===== src/rtl/mgmt2w_pkg.sv =====
package mgmt2w_pkg;

  typedef enum logic [2:0] {
    PH_IDLE  = 3'd0,
    PH_START = 3'd1,
    PH_TX    = 3'd2,
    PH_RX    = 3'd3,
    PH_ACK   = 3'd4,
    PH_STOP  = 3'd5
  } phase_t;

  typedef struct packed {
    logic scl_oe;
    logic scl;
    logic sda_oe;
    logic sda;
  } pins_t;

  // leading control pattern sent ahead of the direction bit
  localparam logic [6:0] LEAD_CODE      = 7'b1011100;
  localparam logic [2:0] FRAME_END_STEP = 3'd6;
  localparam logic [2:0] SLOT_HIGH_STEP = 3'd1;
  localparam logic [2:0] SLOT_END_STEP  = 3'd2;

  // Field order: 0 command, 1 addr low, 2 addr high,
  // write: 3 data low, 4 data high
  // read : 3 rx low, 4 master ack 0, 5 rx high, 6 master ack 1
  function automatic logic fld_is_rx(input logic rd, input logic [2:0] f);
    return rd && (f == 3'd3 || f == 3'd5);
  endfunction

  function automatic logic fld_is_bit(input logic rd, input logic [2:0] f);
    return rd && (f == 3'd4 || f == 3'd6);
  endfunction

  function automatic logic fld_has_ack(input logic rd, input logic [2:0] f);
    return (f <= 3'd2) || (!rd && f <= 3'd4);
  endfunction

  function automatic logic fld_is_last(input logic rd, input logic [2:0] f);
    return rd ? (f == 3'd6) : (f == 3'd4);
  endfunction

  function automatic logic [7:0] fld_byte(input logic rd, input logic [2:0] f,
                                          input logic [15:0] a, input logic [15:0] d);
    logic [7:0] b;
    case (f)
      3'd0:    b = {LEAD_CODE, rd};
      3'd1:    b = a[7:0];
      3'd2:    b = a[15:8];
      3'd3:    b = d[7:0];
      3'd4:    b = rd ? 8'h00 : d[15:8];
      3'd6:    b = 8'h01;
      default: b = 8'h00;
    endcase
    return b;
  endfunction

endpackage


===== src/rtl/mgmt2w_rst_sync.sv =====
module mgmt2w_rst_sync (
  input  logic clk,
  input  logic rst_n_in,
  output logic rst_n_out
);
  logic [1:0] sync_q;

  always_ff @(posedge clk or negedge rst_n_in) begin
    if (!rst_n_in) sync_q <= 2'b00;
    else           sync_q <= {sync_q[0], 1'b1};
  end

  assign rst_n_out = sync_q[1];
endmodule


===== src/rtl/mgmt2w_tick.sv =====
module mgmt2w_tick #(
  parameter int HALF_CYC = 50
) (
  input  logic clk,
  input  logic rst_n,
  input  logic run,
  output logic tick
);
  localparam int CW = (HALF_CYC > 1) ? $clog2(HALF_CYC) : 1;
  localparam logic [CW-1:0] CNT_LAST = CW'(HALF_CYC - 1);

  logic [CW-1:0] cnt_q, cnt_n;

  always_comb begin
    if (!run || cnt_q == CNT_LAST) cnt_n = '0;
    else                           cnt_n = cnt_q + 1'b1;
  end

  always_ff @(posedge clk or negedge rst_n) begin
    if (!rst_n) cnt_q <= '0;
    else        cnt_q <= cnt_n;
  end

  assign tick = run && (cnt_q == CNT_LAST);
endmodule


===== src/rtl/mgmt2w_pins.sv =====
module mgmt2w_pins
  import mgmt2w_pkg::*;
(
  input  phase_t     ph,
  input  logic [2:0] stp,
  input  logic       txb,
  output pins_t      pins
);
  always_comb begin
    pins = '{scl_oe: 1'b0, scl: 1'b0, sda_oe: 1'b0, sda: 1'b1};
    case (ph)
      PH_START: begin
        pins.scl_oe = 1'b1;
        pins.sda_oe = 1'b1;
        pins.scl    = (stp == 3'd1) || (stp == 3'd3) || (stp == 3'd4);
        pins.sda    = !((stp == 3'd4) || (stp == 3'd5));
      end
      PH_TX: begin
        pins.scl_oe = 1'b1;
        pins.sda_oe = 1'b1;
        pins.scl    = (stp == SLOT_HIGH_STEP);
        pins.sda    = txb;
      end
      PH_RX, PH_ACK: begin
        pins.scl_oe = 1'b1;
        pins.scl    = (stp == SLOT_HIGH_STEP);
      end
      PH_STOP: begin
        pins.scl_oe = 1'b1;
        pins.sda_oe = 1'b1;
        pins.scl    = !((stp == 3'd3) || (stp == 3'd5));
        pins.sda    = (stp != 3'd0);
      end
      default: ;
    endcase
  end
endmodule


===== src/rtl/mgmt2w_master.sv =====
module mgmt2w_master
  import mgmt2w_pkg::*;
#(
  parameter int HALF_CYC  = 50,
  parameter int ACK_TRIES = 5
) (
  input  logic        clk,
  input  logic        rst_n,
  input  logic        req_valid,
  input  logic        req_rd,
  input  logic [15:0] req_addr,
  input  logic [15:0] req_wdata,
  output logic        busy,
  output logic        done,
  output logic        err,
  output logic [15:0] rd_data,
  output logic        scl_o,
  output logic        scl_oe,
  output logic        sda_o,
  output logic        sda_oe,
  input  logic        sda_i
);
  localparam int TW = $clog2(ACK_TRIES + 1);
  localparam logic [TW-1:0] TRY_MAX = TW'(ACK_TRIES);
  localparam logic [TW-1:0] TRY_ONE = TW'(1);

  logic        rst_n_s;
  phase_t      ph_q, ph_n;
  logic [2:0]  stp_q, stp_n, bit_q, bit_n, fld_q, fld_n, fld_inc;
  logic [TW-1:0] try_q, try_n;
  logic        rd_q;
  logic [15:0] addr_q, wd_q, rdat_q, rdat_n;
  logic        err_q, err_n, done_q, done_n, ackv_q, ackv_n;
  logic        tick, accept, adv, go_next, txb_n;
  logic [7:0]  tx_byte;
  pins_t       pins_q, pins_n;

  mgmt2w_rst_sync u_rst (
    .clk      (clk),
    .rst_n_in (rst_n),
    .rst_n_out(rst_n_s)
  );

  mgmt2w_tick #(.HALF_CYC(HALF_CYC)) u_tick (
    .clk  (clk),
    .rst_n(rst_n_s),
    .run  (busy),
    .tick (tick)
  );

  assign busy    = (ph_q != PH_IDLE);
  assign accept  = !busy && req_valid;
  assign adv     = accept || tick;
  assign fld_inc = fld_q + 3'd1;

  // next-state process
  always_comb begin
    ph_n    = ph_q;
    stp_n   = stp_q;
    bit_n   = bit_q;
    fld_n   = fld_q;
    try_n   = try_q;
    rdat_n  = rdat_q;
    err_n   = err_q;
    ackv_n  = ackv_q;
    done_n  = 1'b0;
    go_next = 1'b0;
    if (accept) begin
      ph_n  = PH_START;
      stp_n = 3'd0;
      err_n = 1'b0;
    end else if (tick) begin
      case (ph_q)
        PH_START: begin
          if (stp_q == FRAME_END_STEP) begin
            ph_n  = PH_TX;
            stp_n = 3'd0;
            fld_n = 3'd0;
            bit_n = 3'd7;
          end else begin
            stp_n = stp_q + 3'd1;
          end
        end
        PH_TX, PH_RX: begin
          if (stp_q != SLOT_END_STEP) begin
            stp_n = stp_q + 3'd1;
            if (ph_q == PH_RX && stp_q == SLOT_HIGH_STEP)
              rdat_n[{fld_q[2], bit_q}] = sda_i;
          end else if (bit_q != 3'd0) begin
            bit_n = bit_q - 3'd1;
            stp_n = 3'd0;
          end else if (fld_has_ack(rd_q, fld_q)) begin
            ph_n  = PH_ACK;
            stp_n = 3'd0;
            try_n = TRY_ONE;
          end else begin
            go_next = 1'b1;
          end
        end
        PH_ACK: begin
          if (stp_q != SLOT_END_STEP) begin
            stp_n = stp_q + 3'd1;
            if (stp_q == SLOT_HIGH_STEP) ackv_n = sda_i;
          end else if (!ackv_q) begin
            go_next = 1'b1;
          end else if (try_q == TRY_MAX) begin
            err_n   = 1'b1;
            go_next = 1'b1;
          end else begin
            try_n = try_q + TRY_ONE;
            stp_n = 3'd0;
          end
        end
        PH_STOP: begin
          if (stp_q == FRAME_END_STEP) begin
            ph_n   = PH_IDLE;
            stp_n  = 3'd0;
            done_n = 1'b1;
          end else begin
            stp_n = stp_q + 3'd1;
          end
        end
        default: ;
      endcase
      if (go_next) begin
        stp_n = 3'd0;
        if (fld_is_last(rd_q, fld_q)) begin
          ph_n = PH_STOP;
        end else begin
          fld_n = fld_inc;
          ph_n  = fld_is_rx(rd_q, fld_inc) ? PH_RX : PH_TX;
          bit_n = fld_is_bit(rd_q, fld_inc) ? 3'd0 : 3'd7;
        end
      end
    end
  end

  assign tx_byte = fld_byte(rd_q, fld_n, addr_q, wd_q);
  assign txb_n   = tx_byte[bit_n];

  mgmt2w_pins u_pins (
    .ph  (ph_n),
    .stp (stp_n),
    .txb (txb_n),
    .pins(pins_n)
  );

  // register process
  always_ff @(posedge clk or negedge rst_n_s) begin
    if (!rst_n_s) begin
      ph_q   <= PH_IDLE;
      stp_q  <= 3'd0;
      bit_q  <= 3'd0;
      fld_q  <= 3'd0;
      try_q  <= '0;
      rd_q   <= 1'b0;
      addr_q <= '0;
      wd_q   <= '0;
      rdat_q <= '0;
      err_q  <= 1'b0;
      ackv_q <= 1'b0;
      done_q <= 1'b0;
      pins_q <= '{scl_oe: 1'b0, scl: 1'b0, sda_oe: 1'b0, sda: 1'b1};
    end else begin
      done_q <= done_n;
      pins_q <= pins_n;
      if (adv) begin
        ph_q   <= ph_n;
        stp_q  <= stp_n;
        bit_q  <= bit_n;
        fld_q  <= fld_n;
        try_q  <= try_n;
        rdat_q <= rdat_n;
        err_q  <= err_n;
        ackv_q <= ackv_n;
      end
      if (accept) begin
        rd_q   <= req_rd;
        addr_q <= req_addr;
        wd_q   <= req_wdata;
      end
    end
  end

  assign done    = done_q;
  assign err     = err_q;
  assign rd_data = rdat_q;
  assign scl_o   = pins_q.scl;
  assign scl_oe  = pins_q.scl_oe;
  assign sda_o   = pins_q.sda;
  assign sda_oe  = pins_q.sda_oe;
endmodule


===== config.mk =====
export PLATFORM = sky130hd
export DESIGN_NAME = mgmt2w_master
export DESIGN_NICKNAME = d
export VERILOG_FILES = /design/src/rtl/mgmt2w_pkg.sv /design/src/rtl/mgmt2w_rst_sync.sv /design/src/rtl/mgmt2w_tick.sv /design/src/rtl/mgmt2w_pins.sv /design/src/rtl/mgmt2w_master.sv
export SDC_FILE = /design/constraint.sdc
export NUM_CORES = 1
export LEC_CHECK = 0
export BUFFER_PORTS_ARGS = -buffer_cell sky130_fd_sc_hd__buf_2
export CAP_MARGIN = 5
export CORE_AREA = 2 2 92 94
export CTS_CLUSTER_DIAMETER = 100
export DETAILED_ROUTE_END_ITERATION = 16
export DIE_AREA = 0 0 94 96
export HOLD_SLACK_MARGIN = 0.15
export PLACE_DENSITY = 0.84
export SETUP_SLACK_MARGIN = 0.4
export SYNTH_ARGS = -nofsm -noshare
export SYNTH_HDL_FRONTEND = slang
export SYNTH_SLANG_ARGS = --single-unit

===== constraint.sdc =====
create_clock -name clk -period 2.6 [get_ports clk]
set_input_delay 0.13 -clock clk [delete_from_list [all_inputs] [get_ports clk]]
set_output_delay 0.13 -clock clk [all_outputs]
set_load 0.03 [all_outputs]

Word level (Yosys, flattened, before mapping)
Cells that the tools add are included.
Operators by class
  add/subtract/negate cells: 5
  $lt $le $gt $ge: 5
  eq/ne operators: 37
  multiplexer cells: 74
  bitwise logic cells: 1
  reduce and logical (&&, ||, !) cells: 36
Operator list (count)
  two-way mux 3 bit: 39
  one-hot mux 8 bit (6 select lines): 1
  == test 3 bit, second input constant: 15
  == test 3 x 2 -> 1 bit, second input constant: 8
  two-way mux 1 bit: 22
  one-hot mux 3 bit (3 select lines): 2
  AND reduction 6 bit: 3
  bitwise mux 16 bit: 1
  == test 3 x 1 -> 1 bit, second input constant: 5
  != test 2 bit, second input constant: 7
  one-hot mux 2 bit (3 select lines): 2
  one-hot mux 3 bit (2 select lines): 2
  AND reduction 10 bit: 1
  nonzero test 2 bit: 5
  adder 3 x 1 -> 3 bit, second input constant: 3
  logical OR 1 bit: 9
  nonzero test 3 bit: 3
  two-way mux 8 bit: 1
  logical AND 1 bit: 7
  adder 6 x 1 -> 6 bit, second input constant: 1
  == test 6 bit, second input constant: 1
  two-way mux 6 bit: 1
  < comparator 4 x 5 -> 1 bit, second input constant: 1
  demux 1 bit (select 4 bit): 1
  other kinds (13): 17
Storage, ports and cells
  flip-flop bits (word level): 79
  output and inout port bits: 23

Logic depth before layout (Yosys ltp)
  word-level depth: 17
  gate-level depth with buffers: 14
  gate-level depth less buffers: 12

By module
A second synthesis with hierarchy kept.
Second synthesis, totals
  cells, all modules: 442
  area total of the unflattened synthesis: 4586.9 sq um
Modules (own cells, without submodules)
  mgmt2w_master: times used 1, cells an instance 393, area an instance 4132.7 sq um
  mgmt2w_tick: times used 1, cells an instance 28, area an instance 291.5 sq um
  mgmt2w_pins: times used 1, cells an instance 18, area an instance 108.9 sq um
  mgmt2w_rst_sync: times used 1, cells an instance 3, area an instance 53.8 sq um

Worst setup path after synthesis
No wires, ideal clock.
  path type: flip-flop to flip-flop
  from: register stp_q[0]
  to: register pins_q (netlist bit sda_o)
  library setup time: 0.094 ns
  arrival time: 2.630 ns
  slack: -0.124 ns
  cell stages (with the launch flop): 14
  path buffers: 1
  path through: dfrtp_1 -> inv_1 -> ha_1 -> and4bb_2 -> o2111ai_1 -> o2bb2ai_2 -> buf_6 -> and3_1 -> nor2_8 -> inv_4 -> a2111o_1 -> nor3b_1 -> o211ai_2 -> o311ai_2
RTL lines
  start: declaration: RTL line mgmt2w_master.sv:29  | logic [2:0] stp_q, stp_n, bit_q, bit_n, fld_q, fld_n, fld_inc;
  start signal: assignment: RTL line mgmt2w_master.sv:169  | stp_q <= stp_n;
  end signal: assignment: RTL line mgmt2w_master.sv:163  | pins_q <= '{scl_oe: 1'b0, scl: 1'b0, sda_oe: 1'b0, sda: 1'b1};
  end signal: assignment: RTL line mgmt2w_master.sv:166  | pins_q <= pins_n;
  end: declaration: RTL line mgmt2w_master.sv:36  | pins_t pins_q, pins_n;

==> flow_summary.toml <==
[run_status]
status = "finished, violations left"
violations = "negative setup slack"

[power]
powerDensity_nw_per_um2 = 396
irDropWorstVdd_uv = 293
leakage_nw = 2.95

[sta]
clock_skew_ns = 0.0120
slew_viol_final = 0
setup_viol = 3
timing.final.crit_share_pct = 110
rsz0062_at_grt = "true"
slew_headroom_pct = 51.3
max_freq_ghz = 0.349
layout_setup_ws_ns = -0.262
tns_ns = -0.431
tightest_slew_ns = 0.731
finalHoldViolCount = 0
min_period_ns = 2.86
worst_hold_slack_ns = 0.233

[placement]
place_ws_ns = -0.185
dp_hpwl_um = 8780
portBuffers = 59
gp_congestion = 0.986
placed_area_um2 = 5420

[finish]
num_antenna_cells = 0
finalInstanceArea_um2 = 6230
syn_to_final_growth_pct = 36.9
finish.net_count = 719
n_fill_cell = 502
finish.utilization_pct = 77.4
drive_gt1_share_pct = 34.8

[worst_setup_path]
ff2ff_path_depth = 14
critical_path_buf_inv_count = 4
critPathMaxFanout = 6
crit_family = "compound AO/OA/AOI/OAI gates"
startpoint_type = "flip-flop"
crit_cells = 14
cpPeakStageDelay_ns = 0.40
crit_chain = "inv_2, ha_4, and4bb_2, o2111ai_4, o2bb2ai_4, a21oi_2, nor2_2, inv_2, buf_4, buf_4, nand4_1, nand4b_1, a32oi_1, o311ai_2"
worstPathRequired_ns = 2.87
critical_path_class = "flip-flop to flip-flop"
crit_path_end_kind = "flip-flop"
crit_slowest_cell = "dfrtp_1"
worstPathArrival_ns = 3.14

[logic_synthesis]
yosys.cell_types.count = 82
synth_edf_count = 0
synth_top_cell_by_area = "dfrtp_1"
netlist_top_cells_area = "dfrtp_1, nand2_1, ha_1, mux2_2, o21ai_0"
netlist_instances = 501
syn_avg_cell_area_um2 = 9.08
ys.flop_type = "dfrtp_1"
synth.cell_area_um2 = 4550
ys_seq_area_share_pct = 43.5
ys_warn_count = 0
synth_top_area_share_pct = 42.9
synth_nets = 555
yosysMostFrequentCell = "nand2_1"
synth_common_cells = "nand2_1, dfrtp_1, nor2_1"
async_flop_share_pct = 100
synth.ff_latch_count = 79

[grt]
overflow = 0
grt_antenna_before_repair = 0
grt.total_usage_pct = 30.7
grt_max_degree = 46
grt_pass1_wl_um = 21500
grt_pass1_vias = 4514

[floorplanning]
core_area_um2 = 8050
ios = 60
die_y_um = 96
dieWidth_um = 94
dieArea_um2 = 9020
initial_core_util_pct = 56.5
row_count = 33

[cts]
clk_pin_slew_ns = 0.09
clk_path_buf_depth = 2
clock_latency_ns = 0.37
cts_tree = "built"
cts_sinks = 79
cts_root_buffer = "clkbuf_8"
numCtsBuffers = 9
cts_max_level = 3

[route]
drtIter0Drc = 326
viasPerCell = 5.87
dr.pass1.iters = 5
finalWirelength_um = 13500
ant_nets = 0
vias = 4551
drc = 0
wl_per_cell_um = 17.4

[run]
cap_violations = 0

[hold_path]
min_path_type = "input port to flip-flop"
holdPathStages = 2
[where the power goes]
part           leakage [nW]  switching (mW)  internal [mW]  total (mW)
combinational          1.87           0.111          0.108       0.218
clock                0.0997           0.475          0.470       0.945
sequential            0.975          0.0338           1.27        1.31
[repair_timing]
| action | 4_1_cts | 5_1_grt |
|---|---|---|
| endpoints found under the setup margin | 8 | 26 |
| hold endpoints to repair | 35 | 0 |
| pin swaps | 13 | 9 |
| hold buffers | 35 | 0 |
| gates resized for setup | 27 | 16 |
| buffers inserted | 7 | 5 |
[area by class of cell]
cell class,instances,area (um^2),area share (%)
tap,105,131,2.11
clock inverter,5,56.3,0.904
timing repair buffer,177,1300,20.8
multi-input combinational,371,2520,40.5
clock buffer,11,141,2.27
inverter,27,104,1.67
sequential,79,1980,31.8
[layer usage]
metal / track usage (%) / up-vias / part of all wire [%]
met5: 0 / - / 0
met4: 13.3 / 0 / 3.1
met3: 5.95 / 44 / 6.0
met2: 54.9 / 224 / 52
met1: 36.0 / 2211 / 39
li1: - / 2072 / -
[path summary, 6_finish.rpt]
kind                                  from         end  slack [ns]
setup / recovery                  stp_q[0]       sda_o       -0.26
hold / removal                       sda_i  rd_data[5]        0.23
setup reg to reg                  stp_q[0]       sda_o       -0.26
hold reg to reg            u_rst.sync_q[1]  addr_q[13]        0.33
max in group asynchronous  u_rst.sync_q[1]       sda_o        1.52
min in group asynchronous  u_rst.sync_q[1]  addr_q[13]        0.33
[state kept, by name (all words and copies together), names as in the netlist]
signal / flops
scl_o: 1
wd_q: 16
ackv_q: 1
rd_q: 1
u_rst.sync_q: 2
sda_o: 1
sda_oe: 1
done: 1
addr_q: 16
rd_data: 16
scl_oe: 1
fld_q: 3
ph_q: 3
err: 1
try_q: 3
u_tick.cnt_q: 6
stp_q: 3
bit_q: 3
[through the flow]
step | power (mW) | cells
final | 2.47 | 775
after global routing | 2.55 | 775
after CTS | 2.46 | 770
after detailed placement | 1.50 | 712
after global placement | 1.49 | 712
after floorplan | 1.42 | 501
[cell usage in the layout (no fill, tap or decap), types with 3 or more instances in the layout]
master / Yosys / routed
o211ai_1: 5 / 5
nand3_1: 22 / 22
nand2_1: 125 / 125
nor4_1: 3 / 3
dlygate4sd3_1: 0 / 35
ha_1: 17 / 15
xnor2_1: 4 / 4
buf_2: 4 / 59
a21oi_4: 2 / 3
inv_2: 2 / 5
and2_4: 0 / 3
a21oi_1: 14 / 12
nor3_1: 4 / 4
nand4_1: 8 / 8
o31ai_1: 3 / 3
nor2_2: 1 / 4
clkbuf_8: 0 / 10
a21oi_2: 2 / 3
nand2b_1: 4 / 3
o21ai_0: 27 / 25
a32oi_1: 5 / 4
mux2_2: 18 / 17
nor2_1: 30 / 27
inv_1: 24 / 21
buf_6: 4 / 4
xor2_1: 3 / 3
buf_4: 2 / 78
a21o_1: 4 / 4
dfrtp_1: 78 / 77
[cell families after synthesis]
| group | synth area share, % |
|---|---|
| AO/OA/AOI/OAI | 16.9 |
| adder cells (fa/ha/maj) | 4.68 |
| flip-flops | 43.5 |
| AND/OR/NAND/NOR | 23.4 |
| other | 0.0824 |
| buffers and inverters | 5.20 |
| multiplexers | 4.92 |
| XOR/XNOR | 1.35 |
No activity file was read; power rests on OpenSTA's default activity.
